==> src/rtl/nand_bus_seq.sv <==
module nand_bus_seq #(
  parameter int ADDR_W  = 26,
  parameter int DATA_W  = 8,
  parameter int CLE_BIT = 16,
  parameter int ALE_BIT = 17
) (
  input  logic              clk,
  input  logic              rst_n,
  input  logic              req_valid,
  output logic              req_ready,
  input  logic              req_write,
  input  logic [ADDR_W-1:0] req_addr,
  input  logic [DATA_W-1:0] req_wdata,
  input  logic [7:0]        cfg_setup,
  input  logic [7:0]        cfg_wait,
  input  logic [7:0]        cfg_hold,
  input  logic [7:0]        cfg_hiz,
  output logic              done,
  output logic [DATA_W-1:0] rdata,
  output logic              bus_ce_n,
  output logic              bus_we_n,
  output logic              bus_oe_n,
  output logic [ADDR_W-1:0] bus_addr,
  output logic              nand_cle,
  output logic              nand_ale,
  output logic [DATA_W-1:0] bus_dq_out,
  output logic              bus_dq_oe,
  input  logic [DATA_W-1:0] bus_dq_in
);

  typedef enum logic [2:0] {S_IDLE, S_SETUP, S_WAIT, S_HOLD, S_GAP} st_t;

  st_t               st;
  logic [7:0]        cnt, hz, wait_q, hold_q;
  logic              wr_q;
  logic [ADDR_W-1:0] addr_q;
  logic [DATA_W-1:0] wdata_q;

  wire active = (st == S_SETUP) || (st == S_WAIT) || (st == S_HOLD);
  wire last   = (cnt == 8'd0);

  assign req_ready  = (st == S_IDLE);
  assign bus_ce_n   = !active;
  assign bus_we_n   = !((st == S_WAIT) && wr_q);
  assign bus_oe_n   = !((st == S_WAIT) && !wr_q);
  assign bus_addr   = addr_q;
  assign bus_dq_out = wdata_q;
  assign bus_dq_oe  = active && wr_q && (hz == 8'd0);
  assign nand_cle   = active && wr_q && addr_q[CLE_BIT];
  assign nand_ale   = active && wr_q && addr_q[ALE_BIT];

  always_ff @(posedge clk or negedge rst_n) begin
    if (!rst_n) begin
      st      <= S_IDLE;
      cnt     <= '0;
      hz      <= '0;
      wait_q  <= '0;
      hold_q  <= '0;
      wr_q    <= 1'b0;
      addr_q  <= '0;
      wdata_q <= '0;
      rdata   <= '0;
      done    <= 1'b0;
    end else begin
      done <= 1'b0;
      if (active && hz != 8'd0) hz <= hz - 8'd1;
      case (st)
        S_IDLE: if (req_valid) begin
          st      <= S_SETUP;
          cnt     <= cfg_setup;
          hz      <= cfg_hiz;
          wait_q  <= cfg_wait;
          hold_q  <= (cfg_hold == 8'd0) ? 8'd0 : cfg_hold - 8'd1;
          wr_q    <= req_write;
          addr_q  <= req_addr;
          wdata_q <= req_wdata;
        end
        S_SETUP: if (last) begin
          st  <= S_WAIT;
          cnt <= wait_q;
        end else cnt <= cnt - 8'd1;
        S_WAIT: if (last) begin
          st  <= S_HOLD;
          cnt <= hold_q;
          if (!wr_q) rdata <= bus_dq_in;
        end else cnt <= cnt - 8'd1;
        S_HOLD: if (last) begin
          st   <= S_GAP;
          done <= 1'b1;
        end else cnt <= cnt - 8'd1;
        default: st <= S_IDLE;
      endcase
    end
  end

  p_strobe_excl_r3: assert property (@(posedge clk) disable iff (!rst_n)
    !(!bus_we_n && !bus_oe_n));
  p_strobe_in_ce_r2: assert property (@(posedge clk) disable iff (!rst_n)
    (!bus_we_n || !bus_oe_n) |-> !bus_ce_n);
  p_addr_stable_r2: assert property (@(posedge clk) disable iff (!rst_n)
    (!bus_ce_n && $past(!bus_ce_n)) |-> $stable(bus_addr));
  p_done_ce_high_r7: assert property (@(posedge clk) disable iff (!rst_n)
    done |-> bus_ce_n);
  p_done_pulse_r7: assert property (@(posedge clk) disable iff (!rst_n)
    done |=> !done);
  p_read_no_drive_r5: assert property (@(posedge clk) disable iff (!rst_n)
    bus_dq_oe |-> (!bus_ce_n && bus_oe_n));
  p_latch_write_r8: assert property (@(posedge clk) disable iff (!rst_n)
    (nand_cle || nand_ale) |-> (!bus_ce_n && bus_oe_n));
  p_ready_idle_r7: assert property (@(posedge clk) disable iff (!rst_n)
    !bus_ce_n |-> !req_ready);

endmodule

==> config.mk <==
export PLATFORM = sky130hd
export DESIGN_NAME = nand_bus_seq
export DESIGN_NICKNAME = d
export VERILOG_FILES = /design/src/rtl/nand_bus_seq.sv
export SDC_FILE = /design/constraint.sdc
export NUM_CORES = 1
export LEC_CHECK = 0
export CORE_MARGIN = 8
export CORE_UTILIZATION = 49
export CTS_CLUSTER_SIZE = 12
export DETAILED_ROUTE_END_ITERATION = 7
export GPL_TIMING_DRIVEN = 1
export MAX_ROUTING_LAYER = met4
export PLACE_DENSITY_LB_ADDON = 0.05
export SLEW_MARGIN = 20
export SYNTH_ARGS = -nofsm -noshare
export SYNTH_HDL_FRONTEND = slang
export SYNTH_SLANG_ARGS = --single-unit
==> constraint.sdc <==
create_clock -name clk -period 4.5 [get_ports clk]
set_input_delay 0.45 -clock clk [delete_from_list [all_inputs] [get_ports clk]]
set_output_delay 0.45 -clock clk [all_outputs]
set_load 0.1 [all_outputs]
==> impl_metrics.env <==
export IMPL_die_h_um=104
export IMPL_p_total_mw=3.81
export IMPL_grt_pass1_vias=3383
export IMPL_power_leakage_nw=2.38
export IMPL_antenna_found_initial=0
export IMPL_r2r_start="cnt[0]$_DFFE_PN0P_"
export IMPL_max_freq_ghz=0.278
export IMPL_synth_cell_area_mm2=0.00376
export IMPL_synthToLayoutAreaGrowth_pct=39.8
export IMPL_clkSinkCount=79
export IMPL_htree_levels=3
export IMPL_final_area_mm2=0.00526
export IMPL_avgRoutedWirePerCell_um=15.5
export IMPL_die_w_um=104
export IMPL_ant_nets=0
export IMPL_nets=613
export IMPL_initial_core_util=0.498
export IMPL_postSynthCellCount=412
export IMPL_comb_power_share=0.548
export IMPL_clk_latency_ps=350
export IMPL_path_max_fanout=4
export IMPL_max_slew_margin=0.332
export IMPL_routed_via_density=5.06
export IMPL_fin_tns_setup_ps=0
export IMPL_fin_worst_skew_ps=11.0
export IMPL_clock_root_buffer="clkbuf_8"
export IMPL_synth_edf_count=0
export IMPL_synthArstFlopShare=1.00
export IMPL_yosys_most_used_dff="dfrtp_1"
export IMPL_grt_pass1_wl_mm=16.7
export IMPL_clk_pin_slew_ps=70
export IMPL_grt_max_degree=80
export IMPL_ys_ff_latch=79
export IMPL_drc=0
export IMPL_hp_class="input pin to asynchronous set/reset pin"
export IMPL_dp_hpwl_mm=7.14
export IMPL_slew_viol_final=0
export IMPL_place_ws_ps=1300
export IMPL_cts_resized=0
export IMPL_crit_arrival_ps=3140
export IMPL_core_area_mm2=0.00757
export IMPL_status="finished clean"
export IMPL_reg2reg_depth=5
export IMPL_layout_commonest_cell="nand2_1"
export IMPL_routed_wl_mm=9.88
export IMPL_required_ps=4050
export IMPL_synth_avg_cell_area_um2=9.14
export IMPL_crit_type="register to primary output"
export IMPL_antenna_cells=0
export IMPL_setup_slack_ps=908
export IMPL_grt_total_usage=0.193
export IMPL_power_switching_mw=1.99
export IMPL_seq_power_share=0.317
export IMPL_timing_rr_end="rdata[0]$_DFFE_PN0P_"
export IMPL_drt_first_iter_violations=156
export IMPL_place_congestion=0.874
export IMPL_first_pass_iters=4
export IMPL_yosys_cell_types_count=49
export IMPL_period_needed_ps=3590
export IMPL_die_area_mm2=0.0107
export IMPL_post_route_util=0.695
export IMPL_final_cell_mix="152 x nand2_1, 126 x clkdlybuf4s50_1, 79 x dfrtp_1"
export IMPL_clockPowerShare=0.135
export IMPL_rsz0062_at_grt="no"
export IMPL_p_int_mw=1.82
export IMPL_numPlacedInstances=621
export IMPL_overflow=0
export IMPL_port_buffers=127
export IMPL_postPlaceCellArea_mm2=0.00507
export IMPL_stdcell_count=636
export IMPL_syn_nets=495
export IMPL_rrSetupSlack_ps=2110
export IMPL_peakVddDrop_v=0.000545
export IMPL_end_kind="primary output"
export IMPL_fin_crit_sh=0.798
export IMPL_cap_viol_max_count=0
export IMPL_drive_above_1_share=0.0618
export IMPL_cts_hold_buffers=0
export IMPL_ys_seq_area_frac=0.525
export IMPL_finalHoldViolCount=0
export IMPL_fillCellCount=593
export IMPL_power_density_mw_per_mm2=724
export IMPL_setup_viol=0
export IMPL_num_rows=32
export IMPL_tritoncts="yes"
export IMPL_yosysWarnings=0
export IMPL_post_cts_buffers=0
export IMPL_io_pins=128
export IMPL_via_count=3216
export IMPL_switching_share=0.522
export IMPL_cts_buffers=9
export IMPL_hold_worst_slack_ps=131
export IMPL_start_kind="register"
export IMPL_clk_path_buf_depth=2
export IMPL_worst_slew_pin_slew_ps=999
[critical path, cell delays in order (launching register included)]
cell	delay (ps)
dfrtp_1	390
inv_1	120
ha_1	180
or4b_2	600
nor2_1	190
and3_1	180
clkdlybuf4s50_1	1130
[cells by family (layout without fill, tap and decap cells)]
family | after synthesis | after routing | synth area share
adders and majority gates | 5 | 5 | 0.0166
xor gates and xnor gates | 9 | 9 | 0.0209
AOI/OAI and AO/OA | 65 | 65 | 0.114
DFF | 79 | 79 | 0.525
muxes | 12 | 12 | 0.0425
buffers and inverters | 28 | 150 | 0.0336
and+or+nand+nor | 214 | 214 | 0.248
[Yosys cell counts, types with 6 or more instances]
cell type / count / area (µm²)
clkbuf_1: 13 / 48.8
nor3_1: 13 / 65.1
mux2_4: 8 / 120
a22o_1: 10 / 87.6
nand2_1: 153 / 574
o21ai_0: 28 / 140
xnor2_1: 7 / 61.3
a21oi_1: 7 / 35.0
nor2_1: 15 / 56.3
nand2b_1: 6 / 37.5
inv_1: 6 / 22.5
dfrtp_1: 79 / 1980
[flip-flops by register name, indices dropped and copies added (netlist names)]
signal / cells
bus_dq_out: 8
hold_q: 8
st: 3
done: 1
hz: 8
rdata: 8
wr_q: 1
cnt: 8
bus_addr: 26
wait_q: 8
[layout make-up]
cell class / instances / area (µm²) / area share
repair buffers: 128 / 1280 / 0.243
clock inverters: 5 / 58.8 / 0.0112
inverters: 7 / 26.3 / 0.00499
multi-input cells: 305 / 1670 / 0.316
well taps: 102 / 128 / 0.0243
flip-flops and latches: 79 / 1980 / 0.376
clock buffers: 10 / 128 / 0.0243
[metal layers]
layer / share of wire / vias up / GRT usage
met3: 0.048 / 11 / 0.0527
met2: 0.48 / 93 / 0.307
li1: - / 1611 / -
met1: 0.46 / 1501 / 0.237
met5: 0 / - / -
met4: 0.012 / 0 / 0.0548
[power groups by stage]
stage / logic (mW) / clock network (mW) / registers [mW]
floorplan: 0.560 / 0 / 2.21
global placement: 2.07 / 0 / 1.20
detailed placement: 2.10 / 0 / 1.22
CTS: 2.10 / 0.532 / 1.21
global route: 2.21 / 0.556 / 1.25
finish: 2.09 / 0.514 / 1.21
[how the worst max path moves through the flow]
stage                            startpoint               endpoint  slack (ps)  depth (start not counted)
final                       hz[0]$_DFF_PN0_              bus_dq_oe         910                          6
after global routing        hz[0]$_DFF_PN0_              bus_dq_oe         790                          6
after CTS                   hz[0]$_DFF_PN0_              bus_dq_oe         890                          6
after detailed placement    hz[0]$_DFF_PN0_              bus_dq_oe        1300                          6
after global placement      hz[0]$_DFF_PN0_              bus_dq_oe        1320                          6
after floorplan           st[2]$_DFFE_PN0P_  hold_q[2]$_DFFE_PN0P_         690                          6
No activity file was read; power rests on OpenSTA's default activity.
